--- src/rtl/hcfg_pkg.sv ---
package hcfg_pkg;
  parameter int AW    = 16;
  parameter int DW    = 8;
  parameter int NF    = 3;
  localparam int LOCKW = NF + 1;

  typedef logic [DW-1:0] idx_t;

  localparam idx_t IX_ID      = 8'h20;
  localparam idx_t IX_TYPE    = 8'h21;
  localparam idx_t IX_REV     = 8'h22;
  localparam idx_t IX_BASE_HI = 8'h26;
  localparam idx_t IX_BASE_LO = 8'h27;
  localparam idx_t IX_CS0     = 8'h50;
  localparam idx_t IX_FEN     = IX_CS0 + idx_t'(2 * NF);
  localparam idx_t IX_FLOCK   = IX_FEN + 8'd1;
  localparam idx_t IX_IRQEN   = IX_FEN + 8'd2;

  localparam logic [DW-1:0] VAL_ID   = 8'h00;
  localparam logic [DW-1:0] VAL_TYPE = 8'h01;
  localparam logic [DW-1:0] VAL_REV  = 8'h00;
  localparam logic [DW-1:0] VAL_NONE = 8'hFF;
endpackage

--- src/rtl/hcfg_regs.sv ---
module hcfg_regs
  import hcfg_pkg::*;
(
  input  logic                     clk,
  input  logic                     rst_n,
  input  logic                     base_load,
  input  logic [AW-1:1]            base_value,
  input  logic                     wr_en,
  input  idx_t                     idx,
  input  logic [DW-1:0]            wdata,
  output logic [DW-1:0]            rdata,
  output logic [AW-1:1]            pair_base,
  output logic                     pair_valid,
  output logic [NF-1:0][AW-1:1]    fbase,
  output logic [NF-1:0]            fen
);
  logic [AW-1:1]    base_q;
  logic             valid_q;
  logic [AW-1:1]    fb_q [NF];
  logic [NF-1:0]    fen_q;
  logic [LOCKW-1:0] lock_q;
  logic [DW-1:0]    irq_q;

  // pair base: direct load wins over a host write
  always_ff @(posedge clk) begin
    if (!rst_n) begin
      base_q  <= '0;
      valid_q <= 1'b0;
    end else if (base_load) begin
      base_q  <= base_value;
      valid_q <= 1'b1;
    end else if (wr_en && !lock_q[0]) begin
      if (idx == IX_BASE_HI) base_q[AW-1:DW] <= wdata;
      if (idx == IX_BASE_LO) base_q[DW-1:1]  <= wdata[DW-1:1];
    end
  end

  // per-function chip-select base, each guarded by its own lock bit
  for (genvar f = 0; f < NF; f++) begin : g_fn
    localparam idx_t HI_IX = IX_CS0 + idx_t'(2 * f);
    localparam idx_t LO_IX = HI_IX + 8'd1;
    always_ff @(posedge clk) begin
      if (!rst_n) begin
        fb_q[f] <= '0;
      end else if (wr_en && !lock_q[f+1]) begin
        if (idx == HI_IX) fb_q[f][AW-1:DW] <= wdata;
        if (idx == LO_IX) fb_q[f][DW-1:1]  <= wdata[DW-1:1];
      end
    end
    assign fbase[f] = fb_q[f];

    a_r5_locked_base_stable: assert property (@(posedge clk) disable iff (!rst_n)
      lock_q[f+1] |=> $stable(fb_q[f]));
  end

  always_ff @(posedge clk) begin
    if (!rst_n) begin
      fen_q  <= '0;
      lock_q <= '0;
      irq_q  <= '0;
    end else if (wr_en) begin
      if (idx == IX_FEN)   fen_q  <= wdata[NF-1:0];
      if (idx == IX_FLOCK) lock_q <= lock_q | wdata[LOCKW-1:0];
      if (idx == IX_IRQEN) irq_q  <= wdata;
    end
  end

  always_comb begin
    rdata = VAL_NONE;
    if (idx == IX_ID)      rdata = VAL_ID;
    if (idx == IX_TYPE)    rdata = VAL_TYPE;
    if (idx == IX_REV)     rdata = VAL_REV;
    if (idx == IX_BASE_HI) rdata = base_q[AW-1:DW];
    if (idx == IX_BASE_LO) rdata = {base_q[DW-1:1], 1'b0};
    for (int f = 0; f < NF; f++) begin
      if (idx == IX_CS0 + idx_t'(2 * f))        rdata = fb_q[f][AW-1:DW];
      if (idx == IX_CS0 + idx_t'(2 * f) + 8'd1) rdata = {fb_q[f][DW-1:1], 1'b0};
    end
    if (idx == IX_FEN)     rdata = DW'(fen_q);
    if (idx == IX_FLOCK)   rdata = DW'(lock_q);
    if (idx == IX_IRQEN)   rdata = irq_q;
  end

  assign pair_base  = base_q;
  assign pair_valid = valid_q;
  assign fen        = fen_q;

  a_r7_lock_sticky: assert property (@(posedge clk) disable iff (!rst_n)
    1'b1 |=> ((lock_q & $past(lock_q)) == $past(lock_q)));

  a_r4_locked_pair_stable: assert property (@(posedge clk) disable iff (!rst_n)
    (lock_q[0] && !base_load) |=> $stable(base_q));
endmodule

--- src/rtl/hcfg_port.sv ---
module hcfg_port
  import hcfg_pkg::*;
(
  input  logic           clk,
  input  logic           rst_n,
  input  logic [AW-1:0]  host_addr,
  input  logic           host_rd,
  input  logic           host_wr,
  input  logic [DW-1:0]  host_wdata,
  input  logic [AW-1:1]  pair_base,
  input  logic           pair_valid,
  input  logic [DW-1:0]  reg_rdata,
  output logic           reg_wr,
  output idx_t           idx,
  output logic [DW-1:0]  host_rdata,
  output logic           host_rvalid
);
  logic          hit;
  idx_t          idx_q;
  logic [DW-1:0] rdata_q;
  logic          rvalid_q;

  assign hit    = pair_valid && (host_addr[AW-1:1] == pair_base);
  assign reg_wr = hit && host_wr && host_addr[0];

  always_ff @(posedge clk) begin
    if (!rst_n) begin
      idx_q    <= '0;
      rdata_q  <= '0;
      rvalid_q <= 1'b0;
    end else begin
      if (hit && host_wr && !host_addr[0]) idx_q <= host_wdata;
      rvalid_q <= hit && host_rd;
      if (hit && host_rd) rdata_q <= host_addr[0] ? reg_rdata : idx_q;
    end
  end

  assign idx         = idx_q;
  assign host_rdata  = rdata_q;
  assign host_rvalid = rvalid_q;

  a_r2_read_answered: assert property (@(posedge clk) disable iff (!rst_n)
    (host_rd && hit) |=> host_rvalid);

  a_r2_silent_unloaded: assert property (@(posedge clk) disable iff (!rst_n)
    !pair_valid |=> !host_rvalid);
endmodule

--- src/rtl/hcfg_csdec.sv ---
module hcfg_csdec
  import hcfg_pkg::*;
(
  input  logic [AW-1:0]         host_addr,
  input  logic [NF-1:0][AW-1:1] fbase,
  input  logic [NF-1:0]         fen,
  output logic [NF-1:0]         cs
);
  for (genvar f = 0; f < NF; f++) begin : g_cmp
    assign cs[f] = fen[f] && (host_addr[AW-1:1] == fbase[f]);
  end
endmodule

--- src/rtl/hcfg_top.sv ---
module hcfg_top
  import hcfg_pkg::*;
(
  input  logic           clk,
  input  logic           rst_n,
  input  logic           base_load,
  input  logic [AW-1:1]  base_value,
  input  logic [AW-1:0]  host_addr,
  input  logic           host_rd,
  input  logic           host_wr,
  input  logic [DW-1:0]  host_wdata,
  output logic [DW-1:0]  host_rdata,
  output logic           host_rvalid,
  output logic [NF-1:0]  cs_out
);
  logic                  reg_wr;
  idx_t                  idx;
  logic [DW-1:0]         reg_rdata;
  logic [AW-1:1]         pair_base;
  logic                  pair_valid;
  logic [NF-1:0][AW-1:1] fbase;
  logic [NF-1:0]         fen;

  hcfg_port u_port (
    .clk(clk), .rst_n(rst_n),
    .host_addr(host_addr), .host_rd(host_rd), .host_wr(host_wr),
    .host_wdata(host_wdata), .pair_base(pair_base), .pair_valid(pair_valid),
    .reg_rdata(reg_rdata), .reg_wr(reg_wr), .idx(idx),
    .host_rdata(host_rdata), .host_rvalid(host_rvalid)
  );

  hcfg_regs u_regs (
    .clk(clk), .rst_n(rst_n),
    .base_load(base_load), .base_value(base_value),
    .wr_en(reg_wr), .idx(idx), .wdata(host_wdata), .rdata(reg_rdata),
    .pair_base(pair_base), .pair_valid(pair_valid),
    .fbase(fbase), .fen(fen)
  );

  hcfg_csdec u_dec (
    .host_addr(host_addr), .fbase(fbase), .fen(fen), .cs(cs_out)
  );

  a_r10_cs_needs_enable: assert property (@(posedge clk) disable iff (!rst_n)
    (cs_out & ~fen) == '0);
endmodule

--- config.mk ---
export PLATFORM = sky130hd
export DESIGN_NAME = hcfg_top
export DESIGN_NICKNAME = d
export VERILOG_FILES = /design/src/rtl/hcfg_pkg.sv /design/src/rtl/hcfg_regs.sv /design/src/rtl/hcfg_port.sv /design/src/rtl/hcfg_csdec.sv /design/src/rtl/hcfg_top.sv
export SDC_FILE = /design/constraint.sdc
export NUM_CORES = 1
export LEC_CHECK = 0
export BUFFER_PORTS_ARGS = -buffer_cell sky130_fd_sc_hd__buf_2
export CAP_MARGIN = 40
export CORE_MARGIN = 2
export CORE_UTILIZATION = 41
export DETAILED_ROUTE_END_ITERATION = 10
export GPL_ROUTABILITY_DRIVEN = 0
export PLACE_DENSITY = 0.56
export SYNTH_ARGS = -nofsm -noshare
export SYNTH_HDL_FRONTEND = slang
export SYNTH_SLANG_ARGS = --single-unit
--- constraint.sdc ---
create_clock -name clk -period 8.6 [get_ports clk]
set_clock_uncertainty 0.1 [all_clocks]
set_input_delay 0 -clock clk [delete_from_list [all_inputs] [get_ports clk]]
set_output_delay 0 -clock clk [all_outputs]
set_load 0.005 [all_outputs]
Yosys cells after proc, flatten, opt, wreduce, memory -nomap -nowiden:

Memory sizes are Yosys's and may differ from the RTL's.
Cells that the tools add are included.

* register bits: 48
* RAM bits: 45
* output and inout bits: 12
* word-level logic and storage cells: 110
* memories kept: 1

Memory list
* u_regs.fb_q: words 3, width 15, rd ports 3, clocked after memory_dff 0, write ports 3, line hcfg_regs.sv:19 `logic [AW-1:1] fb_q [NF];`

* eq/ne operators: 18
* muxes and demuxes: 50
* bitwise operators: 7
* reductions and logical operators: 25

Operators with widths (count)
* $mux 8: 19
* $eq 8x7->1 const B: 9
* $eq 15x15->1: 4
* $eq 8x6->1 const B: 5
* $mux 15: 2
* $mux 7: 4
* $mux 1: 25
* $logic_and 1x1->1: 12
* $reduce_and 2->1: 5
* $or 1x1->1: 6
* $reduce_bool 2->1: 3
* $logic_not 1->1: 5
* $or 4x4->4: 1

Logic depth before layout (Yosys ltp):

Gate-level depths: netlist of run 1.

* word-level depth: 16
* mapped depth: 9
* depth with buffers taken out: 7

Hierarchy:

From an unflattened synthesis of run 1, not the netlist that was laid out.

* cell total of the unflattened synthesis: 576
* area total of the unflattened synthesis: 5571.6 sq um

Modules (own cells, without submodules)
* hcfg_regs: instances 1, cells each 420, area each 4167.7 sq um, seq. area each 1971.9 sq um
* hcfg_port: instances 1, cells each 96, area each 903.4 sq um, seq. area each 340.3 sq um
* hcfg_csdec: instances 1, cells each 60, area each 500.5 sq um, seq. area each 0.0 sq um

Worst setup path before layout of run 1:

No wires, ideal clock.

* path kind: reg-to-reg
* from: register u_port.idx_q[6] (netlist: u_port.idx[6])
* to: memory u_regs.fb_q[2][0] (netlist bit) (enable)
* library setup time: 0.393 ns
* data arrival time: 2.287 ns
* required time: 8.107 ns
* slack: 5.820 ns
* stages on the path, launching flop included: 5
* path buffers: 1
* clock period less this slack: 2.780 ns
* cells stage by stage: dfxtp_1 nor4bb_1 nand2_1 clkbuf_1 o41ai_1

RTL lines
* start, declared: line hcfg_port.sv:19 `idx_t idx_q;`
* start signal, assigned: line hcfg_port.sv:32 `if (hit && host_wr && !host_addr[0]) idx_q <= host_wdata;`
* end, declared: line hcfg_regs.sv:19

Worst setup path after layout of run 1:

* from: register u_port.idx_q[6] (netlist: u_port.idx[6])
* to: register u_port.rdata_q[1] (netlist: u_port.host_rdata[1])

* word-level cells in the longest chain between the ends: 16
* elaborated cells between the ends (all ways): 29
* classes of those cells: 14 x eq/ne; 15 x mux

Ends and longest elaborated chain
* $eq 8x6->1: line hcfg_regs.sv:70 `if (idx == IX_ID) rdata = VAL_ID;`
* $mux 8: line hcfg_regs.sv:70
* $mux 8: line hcfg_regs.sv:71 `if (idx == IX_TYPE) rdata = VAL_TYPE;`
* $mux 8: line hcfg_regs.sv:72 `if (idx == IX_REV) rdata = VAL_REV;`
* $mux 8: line hcfg_regs.sv:73 `if (idx == IX_BASE_HI) rdata = base_q[AW-1:DW];`
* $mux 8: line hcfg_regs.sv:74 `if (idx == IX_BASE_LO) rdata = {base_q[DW-1:1], 1'b0};`
* $mux 8: line hcfg_regs.sv:76 `if (idx == IX_CS0 + idx_t'(2 * f)) rdata = fb_q[f][AW-1:DW];`
* $mux 8: line hcfg_regs.sv:77 `if (idx == IX_CS0 + idx_t'(2 * f) + 8'd1) rdata = {fb_q[f][DW-1:1], 1'b0};`
* $mux 8: line hcfg_regs.sv:76
* $mux 8: line hcfg_regs.sv:77
* $mux 8: line hcfg_regs.sv:76
* $mux 8: line hcfg_regs.sv:77
* $mux 8: line hcfg_regs.sv:79 `if (idx == IX_FEN) rdata = DW'(fen_q);`
* $mux 8: line hcfg_regs.sv:80 `if (idx == IX_FLOCK) rdata = DW'(lock_q);`
* $mux 8 *: line hcfg_regs.sv:81 `if (idx == IX_IRQEN) rdata = irq_q;`
* $mux 8 *: line hcfg_port.sv:34 `if (hit && host_rd) rdata_q <= host_addr[0] ? reg_rdata : idx_q;`
* end signal, assigned: line hcfg_port.sv:34
* end, declared: line hcfg_port.sv:20 `logic [DW-1:0] rdata_q;`

Mark *: on every way between the ends. The rest lies on a longest branch, timed or not.
A chain may end at the register's enable or synchronous reset.

==> flow_metrics.py, run 1 <==
metrics = {
    "drt": {
        "first_pass_iters": 5,
        "dr_total_vias": 4773,
        "routed_via_density": 5.89,
        "route.detailed.wl_per_inst_um": 22.8,
        "wl_met1_um": 7990,
        "top_layer_used": "met4",
        "post-route-drc-count": 0,
        "met3_wirelength_um": 1640,
        "detail_route.iter0.violations": 688,
        "drt-total-wl_um": 18500,
        "route.met2.wl_um": 8240,
        "postRouteAntennaNets": 0,
    },
    "worst_setup_path": {
        "end_kind": "register",
        "crit_start": "u_port.idx[6]$_SDFFE_PN0P_",
        "cp_cell_sequence": "nor4bb_1 > nand2_1 > o22ai_1 > a22oi_1 > or2_2 > o211ai_1 > a32o_1",
        "critical_path.slowest_cell": "nor4bb_1",
        "timing.critical_path.max_delay_family": "simple AND/OR/NAND/NOR gates",
        "critical_path.startpoint_type": "register",
        "critPathCapture": "u_port.host_rdata[1]$_SDFFE_PN0P_",
        "timing.critical_path.slowest_cell_delay_ns": 0.70,
        "r2r_slack_ns": 5.49,
        "crit_buf_inv": 0,
        "regToRegEndpoint": "u_port.host_rdata[1]$_SDFFE_PN0P_",
        "crit-reg2reg-launch": "u_port.idx[6]$_SDFFE_PN0P_",
        "crit_type": "register to register",
        "cp_data_arrival_time_ns": 3.31,
        "cp_max_fo": 19,
        "worstSetupPathDepth": 7,
        "r2r_cells": 7,
        "worstPathRequired_ns": 8.80,
    },
    "yosys": {
        "postSynthNetCount": 626,
        "syn_inst": 582,
        "post_synth_main_area_contributors": "edfxtp_1 (25%), dfxtp_1 (18%), xnor2_1 (9.3%)",
        "synthDominantAreaCellType": "edfxtp_1",
        "synth_commonest_cells": "xnor2_1 (58), dfxtp_1 (48), and2_1 (47)",
        "synthesis.area_mm2": 0.00549,
        "synth_top_cell_area_share": 0.246,
        "async_set_reset_flop_share_out_of_synthesis": 0,
        "synth_seq_area_share": 0.421,
        "yosys_warnings": 0,
        "yosysMostFrequentCell": "xnor2_1",
        "synth.ff_latch_count": 93,
        "synth_flop_cell": "dfxtp_1",
        "syn_area_per_cell_um2": 9.43,
        "synth.lib_cells_used.distinct": 64,
        "synth_enable_flop_cells": 45,
    },
    "sta": {
        "worst_slack_on_hold_paths_ns": 0.0104,
        "finalWorstPathRequiredPeriod_ns": 3.11,
        "period_utilization_post_route": 0.362,
        "timing.fmax_mhz": 321,
        "slew-limit-headroom": 0.342,
        "final.setup.tns_ns": 0,
        "tightest_slew_ns": 0.978,
        "setup_repair_after_global_routing_missed_its_margin": "false",
        "final-max-slew-violation-count": 0,
        "final-hold-violation-count": 0,
        "setup_viol": 0,
    },
    "final_layout": {
        "nets_final": 674,
        "final_core_util": 0.481,
        "post_layout_nonfiller_instances": 811,
        "drive_gt1_frac": 0.148,
        "layout.filler_cells": 1267,
        "n_antenna_cell": 0,
        "syn_to_final_growth_pct": 15.0,
    },
    "global_route": {
        "grt_remaining_overflow": 0,
        "grt_first_pass_wirelength_um": 28200,
        "global_route.usage.total": 0.270,
        "grt_antenna_before_repair": 0,
        "maximum_number_of_pins_on_one_net_before_global_route_repair": 34,
        "number_of_global_route_vias_before_repair": 4581,
    },
    "clock_tree": {
        "cts_tree": "yes",
        "clk_pin_slew_worst_paths_ns": 0.07,
        "clock_tree.htree_level_count": 3,
        "cts.sink_count": 93,
        "tritoncts_buffer_count": 9,
        "cts-root-buf": "clkbuf_16",
        "clock_latency_ns": 0.36,
        "cts_max_path_buffers": 2,
        "cts.repair.resized": 0,
    },
    "die": {
        "num_rows": 42,
        "dieHeight_um": 120,
        "die_x_um": 120,
        "area_of_the_die_mm2": 0.0143,
        "core_area_mm2": 0.0131,
        "start_util": 0.418,
        "top_level_ports": 56,
    },
    "pwr": {
        "design_power_total_w": 0.00100,
        "power.ir.vdd_worst_mv": 0.144,
        "p_per_area_mw_per_mm2": 159,
        "cellLeakagePower_nw": 2.15,
    },
    "worst_hold_path": {
        "hold_path_class": "input port to register",
        "min_from": "host_wdata[5]",
    },
    "placed_design": {
        "dpl.cell_count": 775,
        "numPortBuffers": 55,
        "hpwl_um": 13400,
    },
    "status": {
        "outcome": "completed",
    },
    "flow_run": {
        "cap_violations": 0,
    },
}
==> power breakdown <==
group	internal, W	switching [W]	total (W)
Combinational	0.0000439	0.0000549	0.0000988
Clock	0.000226	0.000180	0.000405
Sequential	0.000479	0.0000178	0.000497
Total	0.000749	0.000252	0.00100
==> registers in the layout (all words and copies together) (netlist names) <==
register and count:
u_port.host_rdata 8, u_port.host_rvalid 1, u_port.idx 8, u_regs.fb_q 45, u_regs.fen 3, u_regs.irq_q 8, u_regs.lock_q 4, u_regs.pair_base 15
u_regs.pair_valid 1
==> worst reg2reg max path, cell delays in order (launching register included) <==
cell      delay (ns)
dfxtp_1         0.42
nor4bb_1        0.70
nand2_1         0.63
o22ai_1         0.42
a22oi_1         0.10
or2_2           0.29
o211ai_1        0.18
a32o_1          0.22
==> worst min path at each step <==
stage                                     end  slack, ns  cells after the start
2_1_floorplan  u_regs.pair_valid$_SDFFE_PN0P_       0.02                      2
3_3_place_gp   u_regs.pair_valid$_SDFFE_PN0P_       0.12                      3
3_5_place_dp   u_regs.pair_valid$_SDFFE_PN0P_       0.14                      3
4_1_cts            u_port.idx[6]$_SDFFE_PN0P_       0.01                      3
5_1_grt         u_regs.lock_q[3]$_SDFFE_PN0P_       0.02                      3
6_report         u_regs.irq_q[5]$_SDFFE_PN0P_       0.01                      3
==> area by class of cell <==
cell class | instances | area, um^2 | area share
Clock buffer | 9 | 225 | 0.0357
Clock inverter | 7 | 72.6 | 0.0115
Inverter | 8 | 30.0 | 0.00476
Multi-Input combinational cell | 433 | 2890 | 0.457
Sequential cell | 93 | 2310 | 0.366
Tap cell | 176 | 220 | 0.0349
Timing Repair Buffer | 85 | 568 | 0.0900
==> per-stage QoR <==
stage	setup WS (ns)	cell area, um^2
after floorplan	5.82	5490
after global placement	5.52	5760
after detailed placement	5.67	5820
after CTS	5.63	6310
after global routing	5.39	6310
final	5.49	6310
==> kinds of logic after synthesis <==
| group | Yosys count | share of synthesized area |
|---|---|---|
| simple gates | 190 | 0.192 |
| compound gates | 143 | 0.160 |
| flops | 93 | 0.421 |
| xor+xnor | 60 | 0.0985 |
| buf+inv | 56 | 0.0547 |
| mux | 40 | 0.0736 |
==> layout by cell type, fill, tap and decap left out, types with 3 or more instances in the layout <==
| cell | instances |
|---|---|
| o2111ai_1 | 3 |
| o211ai_1 | 5 |
| a31oi_1 | 7 |
| nor3b_1 | 3 |
| xnor2_1 | 58 |
| inv_1 | 7 |
| edfxtp_1 | 45 |
| nand3_1 | 7 |
| nor3_1 | 9 |
| o21ai_0 | 45 |
| a21oi_1 | 41 |
| o22ai_1 | 5 |
| clkbuf_16 | 9 |
| nand4_1 | 20 |
| nor2_1 | 44 |
| dfxtp_1 | 48 |
| o221ai_1 | 5 |
| buf_2 | 57 |
| o41ai_1 | 3 |
| dlygate4sd3_1 | 20 |
| buf_4 | 6 |
| mux2_2 | 3 |
| mux2i_1 | 37 |
| a211oi_1 | 3 |
| a21o_1 | 3 |
| nand2_1 | 29 |
| o31ai_1 | 3 |
| nor4_1 | 8 |
| nor2b_1 | 7 |
| and2_1 | 47 |
==> per-layer routing <==
metal | GRT usage | vias to the layer above
met4 | 0.107 | 0
met2 | 0.409 | 274
met5 | 0 | -
met1 | 0.364 | 2247
li1 | - | 2205
met3 | 0.0770 | 47
==> timing repair <==
| action | in CTS | in global routing |
|---|---|---|
| endpoints found under the hold margin | 22 | 0 |
| hold buffers | 20 | 0 |
| setup buffers | 0 | 0 |
Note: power is estimated with default switching activity, not from simulation.
==> run 2, diff against run 1 <==
ABC_AREA = 1   (was not set)
PLACE_DENSITY = 0.58   (was 0.56)
clock period = 2.8 ns   (was 8.6 ns; I/O delays follow)
==> flow_metrics.py, run 2 <==
metrics = {
    "yosys": {
        "synth_enable_flop_cells": 45,
        "synthDominantAreaCellType": "edfxtp_1",
        "synth_commonest_cells": "nand2_1 (179), nor2_1 (92), inv_1 (82)",
        "synth_top_cell_area_share": 0.256,
        "synth.ff_latch_count": 93,
        "synth.lib_cells_used.distinct": 37,
        "syn_area_per_cell_um2": 7.34,
        "post_synth_main_area_contributors": "edfxtp_1 (26%), dfxtp_1 (18%), nand2_1 (13%)",
        "async_set_reset_flop_share_out_of_synthesis": 0,
        "yosys_warnings": 0,
        "syn_inst": 720,
        "synth_seq_area_share": 0.438,
        "synthesis.area_mm2": 0.00528,
        "postSynthNetCount": 764,
        "synth_flop_cell": "dfxtp_1",
        "yosysMostFrequentCell": "nand2_1",
    },
    "die": {
        "area_of_the_die_mm2": 0.0138,
        "top_level_ports": 56,
        "num_rows": 41,
        "start_util": 0.419,
        "core_area_mm2": 0.0126,
        "dieHeight_um": 118,
        "die_x_um": 118,
    },
    "sta": {
        "setup_repair_after_global_routing_missed_its_margin": "false",
        "finalWorstPathRequiredPeriod_ns": 2.28,
        "worst_slack_on_hold_paths_ns": 0.0682,
        "final.setup.tns_ns": 0,
        "final-hold-violation-count": 0,
        "final-max-slew-violation-count": 0,
        "tightest_slew_ns": 0.641,
        "slew-limit-headroom": 0.569,
        "period_utilization_post_route": 0.815,
        "setup_viol": 0,
        "timing.fmax_mhz": 438,
    },
    "clock_tree": {
        "clk_pin_slew_worst_paths_ns": 0.06,
        "clock_tree.htree_level_count": 3,
        "cts_max_path_buffers": 2,
        "clock_latency_ns": 0.35,
        "cts-root-buf": "clkbuf_16",
        "cts.sink_count": 93,
        "cts_tree": "yes",
        "tritoncts_buffer_count": 9,
    },
    "flow_run": {
        "cap_violations": 0,
    },
    "global_route": {
        "grt_antenna_before_repair": 0,
        "maximum_number_of_pins_on_one_net_before_global_route_repair": 32,
        "grt_first_pass_wirelength_um": 28500,
        "global_route.usage.total": 0.271,
        "number_of_global_route_vias_before_repair": 5094,
        "grt_remaining_overflow": 0,
    },
    "final_layout": {
        "largest_register_ff_count": 45,
        "multiInputGateArea_mm2": 0.00257,
        "drive_gt1_frac": 0.142,
        "largest_register_by_flop_count": "u_regs.fb_q",
        "layout.filler_cells": 1269,
        "post_layout_nonfiller_instances": 982,
        "mostFrequentLayoutCell": "nand2_1",
        "layout.area.seq_mm2": 0.00231,
        "most-common-layout-cells": "nand2_1 (179), nor2_1 (92), inv_1 (82)",
        "syn_to_final_growth_pct": 19.9,
        "nets_final": 849,
        "n_antenna_cell": 0,
    },
    "drt": {
        "post-route-drc-count": 0,
        "detail_route.iter0.violations": 662,
        "dr_total_vias": 5410,
        "postRouteAntennaNets": 0,
        "route.detailed.wl_per_inst_um": 19.1,
        "routed_via_density": 5.51,
        "first_pass_iters": 7,
        "drt-total-wl_um": 18700,
    },
    "worst_setup_path": {
        "end_kind": "register",
        "crit_type": "register to register",
        "cp_max_fo": 9,
        "critical_path.startpoint_type": "register",
        "worstPathRequired_ns": 2.75,
        "crit_start": "u_regs.pair_base[12]$_SDFFE_PN0P_",
        "crit-reg2reg-launch": "u_regs.pair_base[12]$_SDFFE_PN0P_",
        "cp_data_arrival_time_ns": 2.23,
    },
    "placed_design": {
        "numPortBuffers": 55,
        "dpl.cell_count": 938,
        "hpwl_um": 13600,
    },
    "pwr": {
        "power.ir.vdd_worst_mv": 0.343,
        "cellLeakagePower_nw": 2.74,
        "p_per_area_mw_per_mm2": 487,
    },
    "worst_hold_path": {
        "min_from": "host_rd",
        "hold_path_class": "input port to register",
    },
    "status": {
        "outcome": "completed",
    },
}
==> run 2: layout make-up <==
| class | count | area share |
|---|---|---|
| Tap cell | 172 | 0.0340 |
| Inverter | 89 | 0.0527 |
| Multi-Input combinational cell | 523 | 0.406 |
| Clock buffer | 10 | 0.0377 |
| Clock inverter | 6 | 0.00988 |
| Sequential cell | 93 | 0.365 |
| Timing Repair Buffer | 89 | 0.0948 |
==> run 2: kinds of logic (layout without fill, tap and decap cells) <==
| group | after synthesis | after routing | share of synthesized area |
|---|---|---|---|
| compound gates | 146 | 146 | 0.151 |
| xor+xnor | 13 | 13 | 0.0215 |
| buf+inv | 104 | 194 | 0.0760 |
| flops | 93 | 93 | 0.438 |
| simple gates | 364 | 364 | 0.314 |
==> run 2: where the power goes <==
part	internal [W]	switching, W
Clock	0.000713	0.000542
Combinational	0.000121	0.000196
Sequential	0.00147	0.0000447
Total	0.00230	0.000783
==> run 2: path summary, 6_finish.rpt <==
kind	to	slack, ns	depth (start not counted)
min reg2reg	u_port.host_rdata[7]$_SDFFE_PN0P_	0.39	2
max reg2reg	u_regs.fb_q[2][12]$_SDFFCE_PN0P_	0.52	9
min	u_port.host_rvalid$_SDFF_PN0_	0.07	3
max	u_regs.fb_q[2][12]$_SDFFCE_PN0P_	0.52	9
==> run 2: metal layers <==
metal	vias up	global-route usage	routed length, um
li1	2572	-	-
met1	2477	0.365	8080
met2	303	0.420	8260
met3	58	0.0591	1620
met4	0	0.120	767
met5	-	0	0
==> run 2: what timing repair did <==
item,in CTS,in global routing
hold buffers,28,0
endpoints found under the hold margin,20,0
setup buffers,0,0
endpoints found under the setup margin,0,0
resized for setup,0,0
==> run 2: worst max-delay path, stage by stage (launching register included) <==
cell and delay (ns):
dfxtp_1 0.45, o21ai_1 0.11, nor2_1 0.11, nand2_1 0.10
nor2_2 0.16, nand2_2 0.12, nor2_8 0.15, nand2_4 0.18
nor3_2 0.23, or2_2 0.27
==> run 2: metrics by stage <==
stage / power (W) / utilization / instance area (um^2) / setup WS, ns
after floorplan: 0.00168 / - / 5280 / 0.935
after global placement: 0.00181 / 0.456 / 5750 / 0.572
after detailed placement: 0.00181 / 0.456 / 5750 / 0.565
after CTS: 0.00309 / 0.502 / 6330 / 0.556
after global routing: 0.00318 / 0.502 / 6330 / 0.348
final: 0.00309 / 0.502 / 6330 / 0.518
==> run 3, diff against run 2 <==
PLACE_DENSITY = 0.56   (was 0.58)
clock period = 2.33 ns   (was 2.8 ns; I/O delays follow)
==> flow_metrics.py, run 3 (synthesis gave the netlist of run 2 again) <==
metrics = {
    "drt": {
        "postRouteAntennaNets": 0,
        "dr_total_vias": 5409,
        "first_pass_iters": 6,
        "routed_via_density": 5.45,
        "drt-total-wl_um": 18500,
        "detail_route.iter0.violations": 516,
        "route.detailed.wl_per_inst_um": 18.7,
        "post-route-drc-count": 0,
    },
    "pwr": {
        "power.ir.vdd_worst_mv": 0.430,
        "p_int_w": 0.00274,
        "power.clock.fraction": 0.399,
        "cellLeakagePower_nw": 2.79,
        "net-switching-power_w": 0.000930,
        "switching_power_share_of_the_total": 0.254,
        "power.combinational.fraction": 0.105,
        "p_per_area_mw_per_mm2": 572,
        "seq_power_share": 0.497,
    },
    "global_route": {
        "top_usage_layer": "met2",
        "grt_first_pass_wirelength_um": 28800,
        "grt_remaining_overflow": 0,
        "gr-usage-met2": 0.418,
        "number_of_global_route_vias_before_repair": 5138,
        "global_route.usage.met3": 0.0518,
        "maximum_number_of_pins_on_one_net_before_global_route_repair": 32,
        "grt_antenna_before_repair": 0,
        "global_route.usage.total": 0.273,
        "gr-usage-met1": 0.370,
    },
    "worst_setup_path": {
        "critical_path.slowest_cell": "dfxtp_1",
        "crit_start": "u_regs.pair_base[12]$_SDFFE_PN0P_",
        "critical_path.startpoint_type": "register",
        "worstSetupPathDepth": 9,
        "crit_type": "register to register",
        "timing.critical_path.max_delay_family": "simple AND/OR/NAND/NOR gates",
        "timing.critical_path.slowest_cell_delay_ns": 0.43,
        "crit-reg2reg-launch": "u_regs.pair_base[12]$_SDFFE_PN0P_",
        "end_kind": "register",
        "crit_buf_inv": 0,
        "worstPathRequired_ns": 2.28,
        "cp_max_fo": 9,
        "cp_data_arrival_time_ns": 2.11,
        "r2r_cells": 9,
        "cp_cell_sequence": "o21ai_1 > nor2_1 > nand2_1 > nor2_2 > nand2_2 > nor2_8 > nand2_4 > nor3_2 > or2_2",
    },
    "placed_design": {
        "place_ws_ns": 0.186,
        "hpwl_um": 13700,
        "numPortBuffers": 55,
    },
    "die": {
        "dieHeight_um": 118,
        "core_area_mm2": 0.0126,
        "num_rows": 41,
        "die_x_um": 118,
        "area_of_the_die_mm2": 0.0138,
        "top_level_ports": 56,
        "start_util": 0.419,
    },
    "final_layout": {
        "n_antenna_cell": 0,
        "syn_to_final_growth_pct": 21.3,
        "most-common-layout-cells": "nand2_1 (178), nor2_1 (92), inv_1 (82)",
        "mostFrequentLayoutCell": "nand2_1",
        "largest_register_ff_count": 45,
        "layout.filler_cells": 1272,
        "nets_final": 859,
        "multiInputGateArea_mm2": 0.00258,
        "drive_gt1_frac": 0.154,
        "largest_register_by_flop_count": "u_regs.fb_q",
        "layout.area.seq_mm2": 0.00231,
    },
    "flow_run": {
        "cap_violations": 0,
    },
    "clock_tree": {
        "cts.sink_count": 93,
        "post-cts-setup-buffers": 0,
        "clock_tree.htree_level_count": 3,
        "tritoncts_buffer_count": 9,
        "cts_tree": "yes",
        "cts_max_path_buffers": 2,
        "clock_latency_ns": 0.35,
        "clk_pin_slew_worst_paths_ns": 0.06,
        "cts-root-buf": "clkbuf_16",
    },
    "sta": {
        "final-hold-violation-count": 0,
        "finalWorstPathRequiredPeriod_ns": 2.16,
        "final.setup.tns_ns": 0,
        "final-max-slew-violation-count": 0,
        "timing.fmax_mhz": 463,
        "setup_repair_after_global_routing_missed_its_margin": "false",
        "slew-limit-headroom": 0.534,
        "period_utilization_post_route": 0.928,
        "tightest_slew_ns": 0.698,
        "setup_viol": 0,
        "timing.final.ws_setup_ns": 0.169,
    },
    "status": {
        "outcome": "completed",
    },
    "worst_hold_path": {
        "worstHoldPathCells": 4,
        "min_from": "rst_n",
        "hold_path_class": "input port to register",
    },
}
## run 3: final cells by class
class / count / area share
Clock inverter: 7 / 0.0103
Tap cell: 172 / 0.0336
Inverter: 89 / 0.0521
Sequential cell: 93 / 0.361
Clock buffer: 9 / 0.0351
Multi-Input combinational cell: 523 / 0.403
Timing Repair Buffer: 99 / 0.105
## run 3: final timing paths
| check | to | slack, ns |
|---|---|---|
| worst max-delay path | u_regs.fb_q[0][13]$_SDFFCE_PN0P_ | 0.17 |
| worst min-delay path | u_port.idx[7]$_SDFFE_PN0P_ | 0.09 |
| worst max register to register | u_regs.fb_q[0][13]$_SDFFCE_PN0P_ | 0.17 |
| worst min register to register | u_port.host_rdata[7]$_SDFFE_PN0P_ | 0.36 |
## run 3: tightest hold or removal path: stages
cell and delay [ns]:
buf_2 0.10, buf_4 0.23, o21ai_0 0.11, a21oi_1 0.04
## run 3: repair_timing
item	CTS	global route
hold buffers	28	0
resized for setup	0	3
setup endpoints to repair	0	2
hold endpoints to repair	20	0
## run 3: per-stage QoR
| stage | hold slack [ns] | std cells | util | area (um^2) | power (W) |
|---|---|---|---|---|---|
| 2_1_floorplan | 0.0429 | 720 | - | 5280 | 0.00202 |
| 3_3_place_gp | 0.176 | 948 | 0.462 | 5830 | 0.00218 |
| 3_5_place_dp | 0.181 | 948 | 0.462 | 5830 | 0.00218 |
| 4_1_cts | 0.0692 | 992 | 0.507 | 6400 | 0.00366 |
| 5_1_grt | 0.0989 | 992 | 0.508 | 6410 | 0.00377 |
| 6_report | 0.0853 | 992 | 0.508 | 6410 | 0.00367 |
## run 3: power by group through the flow
stage               sequential, W  clock [W]  combinational [W]
floorplan                 0.00183          0           0.000192
global placement          0.00185          0           0.000329
detailed placement        0.00185          0           0.000331
CTS                       0.00182    0.00147           0.000374
global route              0.00182    0.00153           0.000415
finish                    0.00182    0.00146           0.000384
## run 3: metal layers
| layer | share of wire | wire length [um] | vias to the layer above |
|---|---|---|---|
| met5 | 0 | 0 | - |
| met4 | 0.040 | 746 | 0 |
| met3 | 0.082 | 1520 | 51 |
| met2 | 0.44 | 8210 | 255 |
| met1 | 0.44 | 8070 | 2515 |
| li1 | - | - | 2588 |
